--- config.mk ---
export PLATFORM = sky130hd
export DESIGN_NAME = cab_regbuf
export DESIGN_NICKNAME = d
export VERILOG_FILES = /design/src/rtl/cab_pkg.sv /design/src/rtl/cab_hold_reg.sv /design/src/rtl/cab_outmux.sv /design/src/rtl/cab_regbuf.sv
export SDC_FILE = /design/constraint.sdc
export NUM_CORES = 1
export LEC_CHECK = 0
export ABC_AREA = 1
export BUFFER_PORTS_ARGS = -buffer_cell sky130_fd_sc_hd__buf_2
export CAP_MARGIN = 20
export CORE_UTILIZATION = 30
export DETAILED_ROUTE_END_ITERATION = 10
export HOLD_SLACK_MARGIN = 0.12
export SETUP_SLACK_MARGIN = 0.2
export SYNTH_ARGS = -nofsm -noshare
export SYNTH_HDL_FRONTEND = slang
export SYNTH_SLANG_ARGS = --single-unit
--- constraint.sdc ---
create_clock -name clk -period 2.85 [get_ports clk]
set_clock_uncertainty 0.05 [all_clocks]
set_input_delay 0.57 -clock clk [delete_from_list [all_inputs] [get_ports clk]]
set_output_delay 0.57 -clock clk [all_outputs]
set_load 0.05 [all_outputs]
--- src/rtl/cab_pkg.sv ---
package cab_pkg;

  // Control field as it is registered: cke lowest, cs highest.
  typedef struct packed {
    logic cs;
    logic odt;
    logic cke;
  } ctrl_t;

  localparam int CTRL_W = $bits(ctrl_t);

  // Output layout, decoded from the two straps.
  typedef enum logic [1:0] {
    LAYOUT_WIDE     = 2'b00,
    LAYOUT_NARROW_A = 2'b10,
    LAYOUT_NARROW_B = 2'b11
  } layout_e;

  function automatic layout_e decode_layout(input logic fanout, input logic side);
    if (!fanout) return LAYOUT_WIDE;
    return side ? LAYOUT_NARROW_B : LAYOUT_NARROW_A;
  endfunction

endpackage

--- src/rtl/cab_hold_reg.sv ---
module cab_hold_reg #(
  parameter int W = 8
) (
  input  logic         clk,
  input  logic         rst_n,
  input  logic         load_en,
  input  logic [W-1:0] d,
  output logic [W-1:0] q
);

  always_ff @(posedge clk or negedge rst_n) begin
    if (!rst_n)       q <= '0;
    else if (load_en) q <= d;
  end

endmodule

--- src/rtl/cab_outmux.sv ---
module cab_outmux
  import cab_pkg::*;
#(
  parameter int DATA_W = 22
) (
  input  layout_e                         layout,
  input  logic [DATA_W-1:0]               data_q,
  input  ctrl_t                           ctrl_q,
  output logic [DATA_W+2*CTRL_W-1:0]      q_out
);

  localparam int NARROW_W = DATA_W / 2;
  localparam int HALF_W   = NARROW_W + CTRL_W;
  localparam int OUT_W    = 2 * HALF_W;
  localparam int SPARE_W  = OUT_W - DATA_W - CTRL_W;
  localparam int COPIES   = 2;

  // Wide layout: controls at the bottom, all lanes above, spare tops low.
  function automatic logic [OUT_W-1:0] wide_word(input logic [DATA_W-1:0] d, input ctrl_t c);
    return {{SPARE_W{1'b0}}, d, c};
  endfunction

  // Narrow layout: side A uses the low lanes with controls below them,
  // side B uses the high lanes with controls above them.
  function automatic logic [HALF_W-1:0] narrow_word(input logic [DATA_W-1:0] d, input ctrl_t c,
                                                   input logic side_b);
    if (!side_b) return {d[NARROW_W-1:0], c};
    return {c, d[NARROW_W +: NARROW_W]};
  endfunction

  logic [HALF_W-1:0] half_word;
  logic [OUT_W-1:0]  fan_word;

  assign half_word = narrow_word(data_q, ctrl_q, layout == LAYOUT_NARROW_B);

  for (genvar k = 0; k < COPIES; k++) begin : g_copy
    assign fan_word[k*HALF_W +: HALF_W] = half_word;
  end

  assign q_out = (layout == LAYOUT_WIDE) ? wide_word(data_q, ctrl_q) : fan_word;

endmodule

--- src/rtl/cab_regbuf.sv ---
module cab_regbuf
  import cab_pkg::*;
#(
  parameter int DATA_W = 22
) (
  input  logic                        clk,
  input  logic                        rst_n,
  input  logic                        strap_fanout,
  input  logic                        strap_side,
  input  logic                        sel0_n,
  input  logic                        sel1_n,
  input  logic                        cke_in,
  input  logic                        odt_in,
  input  logic [DATA_W-1:0]           data_in,
  output logic [DATA_W+2*CTRL_W-1:0]  q_out
);

  // Named internal events for the checker.
  logic    hold_evt;
  ctrl_t   ctrl_in;
  ctrl_t   ctrl_q;
  logic [DATA_W-1:0] data_q;
  layout_e layout;

  assign hold_evt = sel0_n & sel1_n;
  assign ctrl_in  = '{cs: sel0_n, odt: odt_in, cke: cke_in};
  assign layout   = decode_layout(strap_fanout, strap_side);

  cab_hold_reg #(.W(DATA_W)) u_data (
    .clk     (clk),
    .rst_n   (rst_n),
    .load_en (~hold_evt),
    .d       (data_in),
    .q       (data_q)
  );

  cab_hold_reg #(.W(CTRL_W)) u_ctrl (
    .clk     (clk),
    .rst_n   (rst_n),
    .load_en (1'b1),
    .d       (ctrl_in),
    .q       (ctrl_q)
  );

  cab_outmux #(.DATA_W(DATA_W)) u_mux (
    .layout (layout),
    .data_q (data_q),
    .ctrl_q (ctrl_q),
    .q_out  (q_out)
  );

endmodule

==> results.txt, run 1 <==
----------------------------------------------------
[Place]
  # placed instances ... 286
  Final weighted congestion of routability-driven global placement ... 0.6851
  Area after detailed placement ... 1682 um2
  Number of buffers inserted by port buffering ... 57
  Placed wire-length estimate after detailed placement ... 2.399 mm

[Global routing]
  Met1 Track Usage GR ... 0.1982
  Pin count of the biggest net entering global routing ... 27
  Met2 Use GR ... 0.2297
  GR Layer Usage met3 ... 0.03896
  First-pass GRT wire length ... 5.547 mm
  Busiest grt layer ... met2
  Final global-route overflow total ... 0
  Initial antenna violation count ... 0
  Aggregate global-route resource usage ... 0.1441
  Via count of the first global-routing pass ... 1211

[Clock tree]
  Clock latency at the later pin of the worst-skew pair ... 270 ps
  # Post-CTS Setup Buffers ... 0
  Count of hold buffers inserted by post-cts repair ... 0
  Number of clock sinks seen by CTS ... 25
  CTS tree ... built
  Reg clk slew, reported paths ... 90 ps
  H-tree Lvls ... 1
  Number of cells upsized or downsized after cts ... 0
  Number of buffers created by CTS ... 3
  Master cell of the clock root buffer ... sky130_fd_sc_hd__clkbuf_8
  Maximum root-to-sink buffer count ... 2

[Final layout]
  Number of cells in the finished layout apart from fillers ... 290
  Layout overhead on the synthesized area ... 23.99%
  Layout filler cell count ... 491
  Post-route design area ... 1727 um2
  Footprint of the multi-input gates ... 581.8 um2
  Diode count ... 0
  Footprint of the flip-flops and latches ... 625.6 um2
  Share of layout cells above drive strength 1 ... 0.3067
  Nets ... 269

[Floorplanning]
  Die area ... 4918 um2
  Number of core rows ... 24
  # IOs ... 58
  Floorplan core area ... 4414 um2
  Y dimension of the die ... 70.13 um
  Horiz. Die Dim ... 70.13 um
  Initial core utilization ... 0.3155

[Worst setup path]
  Worst flop-to-flop path startpoint ... u_data.q[9]$_DFFE_PN0N_
  R2r setup slk ... 2100 ps
  Worst-path fanout max ... 17
  Path type of the worst setup path ... in -> out
  Slowest stage cell, crit path ... sky130_fd_sc_hd__buf_2
  FF-to-FF path depth ... 2
  Arrival @ worst endpoint ... 1610 ps
  Crit-path cells ... buf_2 -> nand2_4 -> nand2_1 -> and2_1 -> buf_2
  Capturing point of the worst reg2reg path ... u_data.q[9]$_DFFE_PN0N_
  Setup crit end kind ... output pin
  Worst stage delay on the critical path ... 260 ps
  Worst setup SP type ... input port
  Required time of the worst setup path ... 2230 ps
  Most Frequent Cell on Critical Path ... sky130_fd_sc_hd__buf_2

[Detailed routing]
  Starting DRC count in detailed routing ... 72
  Vias after detailed routing ... 1295
  Routed len/inst ... 11.43 um
  Count of unresolved DRC violations after routing ... 0
  Length of the first detailed-routing pass in iterations ... 4
  Final wirelength ... 3.314 mm
  Post-route antenna net violation count ... 0
  Routed vias/inst ... 4.466

[Synth]
  FF+latch count, synth ... 25
  Number of library cell types mapped by synthesis ... 16
  List of most frequent post-synthesis cells ... sky130_fd_sc_hd__nand2_1, sky130_fd_sc_hd__inv_1, sky130_fd_sc_hd__dfrtp_1, sky130_fd_sc_hd__nand3_1, sky130_fd_sc_hd__o21ai_0
  Proportion of synthesized flip-flops having asynchronous set or reset ... 1.000
  Yosys top cell area share ... 0.4492
  Number of flops mapped to enable cells by yosys ... 0
  Count of warnings emitted by yosys ... 0
  Per-instance average area after synthesis ... 7.527 um2
  Area of the mapped netlist ... 1393 um2
  Nets in the synthesized netlist ... 215
  Most area-consuming cells after synthesis ... sky130_fd_sc_hd__dfrtp_1, sky130_fd_sc_hd__nand2_1, sky130_fd_sc_hd__nand3_1
  Cells after synthesis ... 185
  Share of the yosys chip area belonging to registers ... 0.4492
  Most instantiated flip-flop cell in the synthesis netlist ... sky130_fd_sc_hd__dfrtp_1
  Most area-hungry cell type in the Yosys netlist ... sky130_fd_sc_hd__dfrtp_1
  Most common cell in the netlist ... sky130_fd_sc_hd__nand2_1

[Timing]
  Worst max-slew margin expressed relative to the limit ... 0.5314
  Slew at the pin closest to its max-slew limit ... 701.2 ps
  Count of final hold-check violations ... 0
  Total setup violations reported at the end of the flow ... 0
  Setup TNS Final ... 0 ps
  F_max ... 0.4486 GHz
  Fraction of the cycle the final worst path needs ... 0.7821
  Number of pins with negative max-slew slack in the final report ... 0
  Setup repair after global routing missed its margin ... no
  Final critical delay including setup and external delays ... 2229 ps

[Hold path]
  Worst hold path type ... in -> async

[Run]
  Max cap viols ... 0

[Power and ir drop]
  Total power density per cell area ... 545.7 nW/um2
  Cell leakage power ... 1.001 nW
  Worst vdd ir ... 0.2354 mV

[Run status]
  Status ... complete, no violations

----------------------------------------------------
per-stage QoR:
stage               utilization  worst slack [ps]  power, mW  hold WS (ps)
detailed placement       0.3810             598.0     0.7397         477.9
CTS                      0.3912             594.0     0.9558         257.3
global placement         0.3810             600.3     0.7376         468.1
floorplan                     -             601.7     0.6576         224.4
global route             0.3912             495.9     0.9969         269.9
finish                   0.3912             620.9     0.9423         241.3
logic make-up after synthesis:
family,synth area share
and+or+nand+nor,0.3199
DFF,0.4492
buffers and inverters,0.1330
AOI/OAI and AO/OA,0.09794
layer usage:
layer  vias to the layer above  part of all wire
met1                       580              0.48
met3                         2             0.063
li1                        671                 -
met5                         -                 0
met4                         0            0.0042
met2                        42              0.45
state kept, by name, indices dropped and copies added (netlist names):
register  count
u_data.q     22
u_ctrl.q      3
layout by cell type (no fill, tap or decap):
master	count
sky130_fd_sc_hd__buf_2	57
sky130_fd_sc_hd__nand2_1	54
sky130_fd_sc_hd__inv_1	29
sky130_fd_sc_hd__dfrtp_1	25
sky130_fd_sc_hd__nand3_1	22
sky130_fd_sc_hd__o21ai_0	22
sky130_fd_sc_hd__and2_1	11
sky130_fd_sc_hd__nand2_2	4
sky130_fd_sc_hd__o21ai_2	3
sky130_fd_sc_hd__clkbuf_8	3
sky130_fd_sc_hd__nand2_4	2
sky130_fd_sc_hd__nor2_2	2
sky130_fd_sc_hd__buf_4	2
sky130_fd_sc_hd__nor2_1	1
sky130_fd_sc_hd__clkbuf_1	1
critical path, delay by kind of cell:
| kind | cells | cell delay [ps] |
|---|---|---|
| AND/OR/NAND/NOR | 3 | 510 |
| buffers and inverters | 2 | 520 |
cell type report:
cell class | count | area share
well taps | 52 | 0.03768
repair buffers | 59 | 0.1739
multi-input cells | 121 | 0.3370
clock buffers | 4 | 0.02609
inverters | 29 | 0.06304
flip-flops and latches | 25 | 0.3623
power breakdown:
part	internal (mW)	leakage (nW)	switching, mW	total, mW
Combinational	0.0851	0.681	0.251	0.336
Sequential	0.383	0.297	0.0114	0.394
Clock	0.100	0.0228	0.112	0.212
Total	0.568	1.00	0.375	0.942
worst max path at each step:
stage,startpoint,end,slack [ps],cells past startpoint
3_3_place_gp,strap_fanout,q_out[22],600,5
3_5_place_dp,strap_fanout,q_out[21],600,5
2_1_floorplan,strap_fanout,q_out[26],600,6
6_report,strap_side,q_out[4],620,5
4_1_cts,strap_fanout,q_out[21],590,5
5_1_grt,strap_fanout,q_out[23],500,5
No activity file was read; power rests on OpenSTA's default activity.
==> inputs of run 2 (changes only) <==
--- a/config.mk
+++ b/config.mk
@@ -5,7 +5,7 @@
 export SDC_FILE = /design/constraint.sdc
 export NUM_CORES = 1
 export LEC_CHECK = 0
-export ABC_AREA = 1
+export ABC_AREA = 0
 export BUFFER_PORTS_ARGS = -buffer_cell sky130_fd_sc_hd__buf_2
 export CAP_MARGIN = 20
 export CORE_UTILIZATION = 30
==> constraint.sdc (replaced) <==
create_clock -name clk -period 2.1 [get_ports clk]
set_clock_uncertainty 0.05 [all_clocks]
set_input_delay 0.42 -clock clk [delete_from_list [all_inputs] [get_ports clk]]
set_output_delay 0.42 -clock clk [all_outputs]
set_load 0.05 [all_outputs]
==> run 2 against run 1 <==
  * Area after synthesis down 5.8%
  * Critical path depth unchanged
  * Hold slack worse by 29 ps
  * Global-route usage down 1.6 points
  * First-iteration DRC count down 85%
  * Via count down 31%
  * Die area down 5.6%
  * Cell count down 32%
  * Combinational power up 32%
  * Largest cell class is now multi-input combinational cells
==> results.txt, run 2 <==
----------------------------------------------------
[Floorplanning]
  Floorplan core area ... 4086 um2 (-7.4%)
  # IOs ... 58 (unchanged)
  Y dimension of the die ... 68.15 um (-2.8%)
  Die area ... 4644 um2 (-5.6%)
  Number of core rows ... 23 (-4.2%)
  Initial core utilization ... 0.3212 (+0.005712)
  Horiz. Die Dim ... 68.15 um (-2.8%)

[Synth]
  Most area-consuming cells after synthesis ... sky130_fd_sc_hd__dfrtp_1, sky130_fd_sc_hd__mux2_2, sky130_fd_sc_hd__mux2_4
  Nets in the synthesized netlist ... 116 (-46%)
  Number of library cell types mapped by synthesis ... 10 (-6)
  Count of warnings emitted by yosys ... 0 (unchanged)
  Per-instance average area after synthesis ... 15.26 um2 (+100%)
  List of most frequent post-synthesis cells ... sky130_fd_sc_hd__mux2_2, sky130_fd_sc_hd__dfrtp_1, sky130_fd_sc_hd__mux2_4
  Proportion of synthesized flip-flops having asynchronous set or reset ... 1.000 (unchanged)
  Area of the mapped netlist ... 1313 um2 (-5.8%)
  FF+latch count, synth ... 25 (unchanged)
  Share of the yosys chip area belonging to registers ... 0.4766 (+0.02741)
  Cells after synthesis ... 86 (-54%)
  Most area-hungry cell type in the Yosys netlist ... sky130_fd_sc_hd__dfrtp_1
  Yosys top cell area share ... 0.4766 (+0.02741)
  Number of flops mapped to enable cells by yosys ... 0 (unchanged)
  Most common cell in the netlist ... sky130_fd_sc_hd__mux2_2
  Most instantiated flip-flop cell in the synthesis netlist ... sky130_fd_sc_hd__dfrtp_1

[Final layout]
  Top Registers ... u_data.q: 22 flops, u_ctrl.q: 3 flops
  Layout overhead on the synthesized area ... 30.60%
  Commonest cells after routing, fill and taps aside ... sky130_fd_sc_hd__buf_2, sky130_fd_sc_hd__mux2_2, sky130_fd_sc_hd__dfrtp_1
  Most common library cell in the layout ignoring fill and taps ... sky130_fd_sc_hd__buf_2
  Largest reg by FF count ... u_data.q
  Share of layout cells above drive strength 1 ... 0.7740 (+0.4672)
  Diode count ... 0 (unchanged)
  Nets ... 177 (-34%)
  Max FFs per register ... 22 (unchanged)

[Run]
  Max cap viols ... 0 (unchanged)

[Detailed routing]
  Starting DRC count in detailed routing ... 11 (-85%)
  Length of the first detailed-routing pass in iterations ... 2 (-2)
  Routed vias/inst ... 4.556 (+2.0%)
  Final wirelength ... 2.808 mm (-15%)
  Count of unresolved DRC violations after routing ... 0 (unchanged)
  Vias after detailed routing ... 893 (-31%)
  Routed len/inst ... 14.33 um (+25%)
  Post-route antenna net violation count ... 0 (unchanged)

[Worst setup path]
  Setup crit end kind ... output pin
  Worst-path fanout max ... 14 (-3)
  Required time of the worst setup path ... 1630 ps (-600 ps)
  Arrival @ worst endpoint ... 1400 ps (-210 ps)
  Path type of the worst setup path ... in -> out
  Worst setup SP type ... input port

[Hold path]
  Worst hold path type ... in -> reg

[Place]
  DP Worst Slack ... 206.6 ps (-391.4 ps)
  Final weighted congestion of routability-driven global placement ... 0.6761 (-1.3%)
  Placed wire-length estimate after detailed placement ... 1.932 mm (-19%)
  Number of buffers inserted by port buffering ... 57 (unchanged)

[Power and ir drop]
  Worst vdd ir ... 0.2902 mV (+23%)
  Cell leakage power ... 0.8540 nW (-15%)
  Total power density per cell area ... 740.6 nW/um2 (+36%)

[Timing]
  Count of final hold-check violations ... 0 (unchanged)
  Worst max-slew margin expressed relative to the limit ... 0.6293 (+0.09785)
  Total setup violations reported at the end of the flow ... 0 (unchanged)
  Number of pins with negative max-slew slack in the final report ... 0 (unchanged)
  F_max ... 0.5337 GHz
  Setup repair after global routing missed its margin ... yes
  Fraction of the cycle the final worst path needs ... 0.8923
  Setup TNS Final ... 0 ps (unchanged)
  Slew at the pin closest to its max-slew limit ... 556.1 ps (-145.1 ps)
  Final critical delay including setup and external delays ... 1874 ps
  Setup WS post-layout ... 226.2 ps (-394.7 ps)

[Global routing]
  Initial antenna violation count ... 0 (unchanged)
  Aggregate global-route resource usage ... 0.1284 (-0.01575)
  Via count of the first global-routing pass ... 945 (-22%)
  Final global-route overflow total ... 0 (unchanged)
  First-pass GRT wire length ... 4.333 mm (-22%)
  Pin count of the biggest net entering global routing ... 26 (-3.7%)

[Clock tree]
  Reg clk slew, reported paths ... 80 ps (about the same)
  Master cell of the clock root buffer ... sky130_fd_sc_hd__clkbuf_8
  H-tree Lvls ... 1 (unchanged)
  Number of buffers created by CTS ... 3 (unchanged)
  Number of clock sinks seen by CTS ... 25 (unchanged)
  Clock latency at the later pin of the worst-skew pair ... 260 ps (about the same)
  CTS tree ... built
  Maximum root-to-sink buffer count ... 2 (unchanged)

[Run status]
  Status ... complete, no violations

----------------------------------------------------
-- run 2: cell types whose count changed in the layout (fill, tap and decap cells not counted), sizes merged, moves of 3 or more --
| cell | delta |
|---|---|
| nand3 | -22 |
| mux2 | +47 |
| inv | -29 |
| mux2i | +3 |
| and2 | -11 |
| nor2b | +3 |
| nand2 | -58 |
| nor2 | -3 |
| o21ai | -25 |
-- run 2: repair_timing --
item	in CTS	in global routing
endpoints found under the hold margin	25	0
buffers inserted	0	0
endpoints found under the setup margin	0	10
hold buffers	1	0
gates resized for setup	0	1
-- run 2: through the flow --
| step | area [um2] | util | std cells | power [mW] | hold slack (ps) |
|---|---|---|---|---|---|
| finish | 1714 | 0.4195 | 196 | 1.269 | 212.2 |
| global route | 1714 | 0.4195 | 196 | 1.346 | 189.6 |
| CTS | 1700 | 0.4161 | 195 | 1.286 | 204.7 |
| detailed placement | 1644 | 0.4023 | 190 | 1.002 | 392.5 |
| global placement | 1644 | 0.4023 | 190 | 0.9947 | 383.2 |
| floorplan | 1313 | - | 86 | 0.8977 | 74.41 |
-- run 2: cells by family after synthesis --
logic type / share of synthesized area
buffers and inverters: 0.03336
flip-flops: 0.4766
AND/OR/NAND/NOR: 0.03241
multiplexers: 0.4576
-- run 2: cell type report --
class | instances | area (um2)
clock inverter | 1 | 5.005
timing repair buffer | 60 | 322.8
fill | 403 | 2372
sequential | 25 | 625.6
multi-input combinational | 57 | 656.9
clock buffer | 3 | 41.29
tap | 50 | 62.56
-- run 2: path summary, 6_finish.rpt --
check	start	to	slack, ps	cells after the start
hold reg to reg	u_data.q[0]$_DFFE_PN0N_	u_data.q[0]$_DFFE_PN0N_	480	1
min in group asynchronous	rst_n	u_data.q[6]$_DFFE_PN0N_	620	2
setup reg to reg	u_data.q[4]$_DFFE_PN0N_	u_data.q[4]$_DFFE_PN0N_	1250	1
max in group asynchronous	rst_n	u_ctrl.q[2]$_DFF_PN0_	1010	2
setup / recovery	strap_fanout	q_out[2]	230	5
hold / removal	odt_in	u_ctrl.q[1]$_DFF_PN0_	210	1
-- run 2: worst max-delay path, cell delays in order --
cell	delay, ps
sky130_fd_sc_hd__buf_2	160
sky130_fd_sc_hd__nand2_2	100
sky130_fd_sc_hd__buf_12	170
sky130_fd_sc_hd__mux2_2	340
sky130_fd_sc_hd__buf_2	210
-- run 2: where the power goes --
group          total [mW]  switching [mW]  internal [mW]
sequential          0.548          0.0283          0.520
combinational       0.445           0.286          0.160
clock               0.276           0.144          0.132
total                1.27           0.458          0.812
-- run 2: per-layer routing --
metal / vias to the layer above / wire, um / track usage
li1: 425 / - / -
met1: 423 / 1307 / 0.1555
met2: 43 / 1247 / 0.2206
met3: 2 / 244 / 0.03333
met4: 0 / 8 / 0.03906
met5: - / 0 / 0
==> inputs of run 3 (changes only) <==
--- a/config.mk
+++ b/config.mk
@@ -6,11 +6,13 @@
 export NUM_CORES = 1
 export LEC_CHECK = 0
 export ABC_AREA = 0
-export BUFFER_PORTS_ARGS = -buffer_cell sky130_fd_sc_hd__buf_2
+export BUFFER_PORTS_ARGS = -buffer_cell sky130_fd_sc_hd__buf_4
 export CAP_MARGIN = 20
+export CORE_ASPECT_RATIO = 1.4
 export CORE_UTILIZATION = 30
 export DETAILED_ROUTE_END_ITERATION = 10
 export HOLD_SLACK_MARGIN = 0.12
+export PLACE_DENSITY_LB_ADDON = 0.2
 export SETUP_SLACK_MARGIN = 0.2
 export SYNTH_ARGS = -nofsm -noshare
 export SYNTH_HDL_FRONTEND = slang
==> run 3 against run 2 <==
  * Design area increased by 7.1%
  * Largest power group unchanged
  * Critical endpoint is now q_out[19]
  * Non-clock buffer count unchanged
  * Sequential share of layout area decreased by 2.4 points
  * Cell count decreased by 3.1%
  * Count of clock-buffer cells in the layout increased by 1
  * Wire length decreased by 2.6%
  * The run now ends with design-rule violations left
  * Clock power about the same
==> results.txt, run 3 (synthesized netlist as in run 2, its figures left out) <==
----------------------------------------------------
[Detailed routing]
  Starting DRC count in detailed routing ... 41 (+30)
  Final wirelength ... 2.735 mm (-2.6%)
  Length of the first detailed-routing pass in iterations ... 7 (+5)
  Post-route antenna net violation count ... 0 (unchanged)
  Routed vias/inst ... 4.805 (+5.5%)
  Routed len/inst ... 14.39 um (+0.48%)
  Vias after detailed routing ... 913 (+2.2%)
  Count of unresolved DRC violations after routing ... 5 (+5)

[Power and ir drop]
  P_sw ... 0.4567 mW (-0.20%)
  Cell leakage power ... 0.8912 nW (+4.4%)
  Internal power ... 0.8611 mW (+6.1%)
  Worst vdd ir ... 0.3404 mV (+17%)
  Sequential fraction of design power ... 0.416 (-0.016)
  Switching power as a share of total power ... 0.3466 (-0.01392)
  Combinational share of power ... 0.374 (+0.023)
  Relative contribution of the clock network to total power ... 0.210 (-0.007)
  Total power density per cell area ... 717.9 nW/um2 (-3.1%)

[Timing]
  Worst max-slew margin expressed relative to the limit ... 0.7896 (+0.1604)
  Final critical delay including setup and external delays ... 1853 ps (-20.49 ps)
  Slew at the pin closest to its max-slew limit ... 315.5 ps (-240.5 ps)
  Count of final hold-check violations ... 0 (unchanged)
  F_max ... 0.5396 GHz (+1.1%)
  Fraction of the cycle the final worst path needs ... 0.8825 (-0.009757)
  Setup repair after global routing missed its margin ... no
  Number of pins with negative max-slew slack in the final report ... 0 (unchanged)
  Setup TNS Final ... 0 ps (unchanged)
  Total setup violations reported at the end of the flow ... 0 (unchanged)

[Global routing]
  Via count of the first global-routing pass ... 914 (-3.3%)
  Initial antenna violation count ... 0 (unchanged)
  First-pass GRT wire length ... 4.333 mm (unchanged)
  Pin count of the biggest net entering global routing ... 26 (unchanged)
  Final global-route overflow total ... 0 (unchanged)
  Aggregate global-route resource usage ... 0.1222 (-0.006187)

[Place]
  Placed wire-length estimate after detailed placement ... 1.964 mm (+1.7%)
  Area after detailed placement ... 1780 um2 (+8.3%)
  Number of buffers inserted by port buffering ... 57 (unchanged)
  Final weighted congestion of routability-driven global placement ... 0.7196 (+6.4%)

[Clock tree]
  Number of buffers created by CTS ... 3 (unchanged)
  Master cell of the clock root buffer ... sky130_fd_sc_hd__clkbuf_8
  Maximum root-to-sink buffer count ... 2 (unchanged)
  Number of clock sinks seen by CTS ... 25 (unchanged)
  CTS tree ... built
  H-tree Lvls ... 1 (unchanged)
  # Post-CTS Setup Buffers ... 0 (unchanged)
  Clock latency at the later pin of the worst-skew pair ... 260 ps (about the same)
  Reg clk slew, reported paths ... 80 ps (about the same)

[Final layout]
  Share of layout cells above drive strength 1 ... 0.7655 (-0.008455)
  Most common library cell in the layout ignoring fill and taps ... sky130_fd_sc_hd__buf_4
  Post-route design area ... 1836 um2 (+7.1%)
  Layout overhead on the synthesized area ... 39.85%
  Top Registers ... u_data.q: 22 flops, u_ctrl.q: 3 flops
  Diode count ... 0 (unchanged)
  Max FFs per register ... 22 (unchanged)
  Commonest cells after routing, fill and taps aside ... sky130_fd_sc_hd__buf_4, sky130_fd_sc_hd__mux2_2, sky130_fd_sc_hd__dfrtp_1
  Largest reg by FF count ... u_data.q
  Nets ... 176 (-0.56%)

[Worst setup path]
  Critical Path End ... q_out[19]
  Crit-path cells ... buf_4 -> nand2b_4 -> mux2_2 -> buf_4
  Worst setup SP type ... input port
  Number of cells on the critical path ... 4 (-1)
  Arrival @ worst endpoint ... 1380 ps (-20 ps)
  Worst stage delay on the critical path ... 390 ps (+50 ps)
  Setup crit start ... strap_side
  Buffering stage count on the worst path with inverters included ... 2 (-1)
  R2r setup slk ... 1270 ps (+20 ps)
  Capturing point of the worst reg2reg path ... u_data.q[16]$_DFFE_PN0N_
  FF-to-FF path depth ... 1 (unchanged)
  Path type of the worst setup path ... in -> out
  Setup crit end kind ... output pin
  Worst flop-to-flop path startpoint ... u_data.q[16]$_DFFE_PN0N_
  Required time of the worst setup path ... 1630 ps (about the same)
  Most Frequent Cell on Critical Path ... sky130_fd_sc_hd__buf_4
  Kind of cell adding the most delay to the critical path ... multiplexers
  Slowest stage cell, crit path ... sky130_fd_sc_hd__mux2_2
  Worst-path fanout max ... 11 (-3)

[Floorplanning]
  Horiz. Die Dim ... 57.90 um (-15%)
  Die area ... 4647 um2 (about the same)
  # IOs ... 58 (unchanged)
  Number of core rows ... 28 (+22%)
  Floorplan core area ... 4204 um2 (+2.9%)
  Y dimension of the die ... 80.26 um (+18%)
  Initial core utilization ... 0.3122 (-0.008986)

[Run status]
  Violations in the final reports ... design-rule violations
  Status ... complete, but fails checks

[Hold path]
  Worst hold path type ... in -> reg
  Hold-critical path depth ... 1 (unchanged)

[Run]
  Max cap viols ... 0 (unchanged)

----------------------------------------------------
[run 3: layer usage]
metal,GRT usage,wire length (um),part of all wire,vias to the layer above
li1,-,-,-,423
met1,0.1473,1119,0.41,446
met2,0.2161,1432,0.52,42
met3,0.01932,169,0.062,2
met4,0.04286,13,0.0048,0
met5,0,0,0,-
[run 3: worst min-delay path by stage]
stage / start / end / slack (ps)
6_report: odt_in / u_ctrl.q[1]$_DFF_PN0_ / 220
2_1_floorplan: rst_n / u_ctrl.q[0]$_DFF_PN0_ / 70
3_5_place_dp: rst_n / u_data.q[5]$_DFFE_PN0N_ / 290
4_1_cts: odt_in / u_ctrl.q[1]$_DFF_PN0_ / 210
5_1_grt: sel0_n / u_ctrl.q[2]$_DFF_PN0_ / 200
3_3_place_gp: rst_n / u_data.q[5]$_DFFE_PN0N_ / 290
[run 3: final cells by class]
cell class | count | area [um2]
clock buffers | 4 | 45.04
multi-input cells | 56 | 643.1
repair buffers | 60 | 465.4
fillers | 402 | 2369
flip-flops and latches | 25 | 625.6
well taps | 45 | 56.30
[run 3: power by group through the flow]
stage | sequential, mW | combinational, mW | clock [mW]
floorplan | 0.549 | 0.348 | 0
global placement | 0.556 | 0.492 | 0
detailed placement | 0.558 | 0.495 | 0
CTS | 0.549 | 0.498 | 0.290
global route | 0.555 | 0.516 | 0.312
finish | 0.548 | 0.493 | 0.277
[run 3: per-stage QoR]
step	hold WS (ps)	setup slack, ps	util	cells	power [mW]
2_1_floorplan	74.41	289.4	-	86	0.8977
3_3_place_gp	290.8	270.5	0.4235	185	1.047
3_5_place_dp	291.8	248.9	0.4235	185	1.053
4_1_cts	210.0	242.1	0.4366	190	1.337
5_1_grt	198.0	228.6	0.4366	190	1.383
6_report	217.6	246.7	0.4366	190	1.318
[run 3: repair_timing]
action / in CTS / in global routing
gates resized for setup: 0 / 0
hold buffers: 1 / 0
endpoints found under the hold margin: 25 / 0
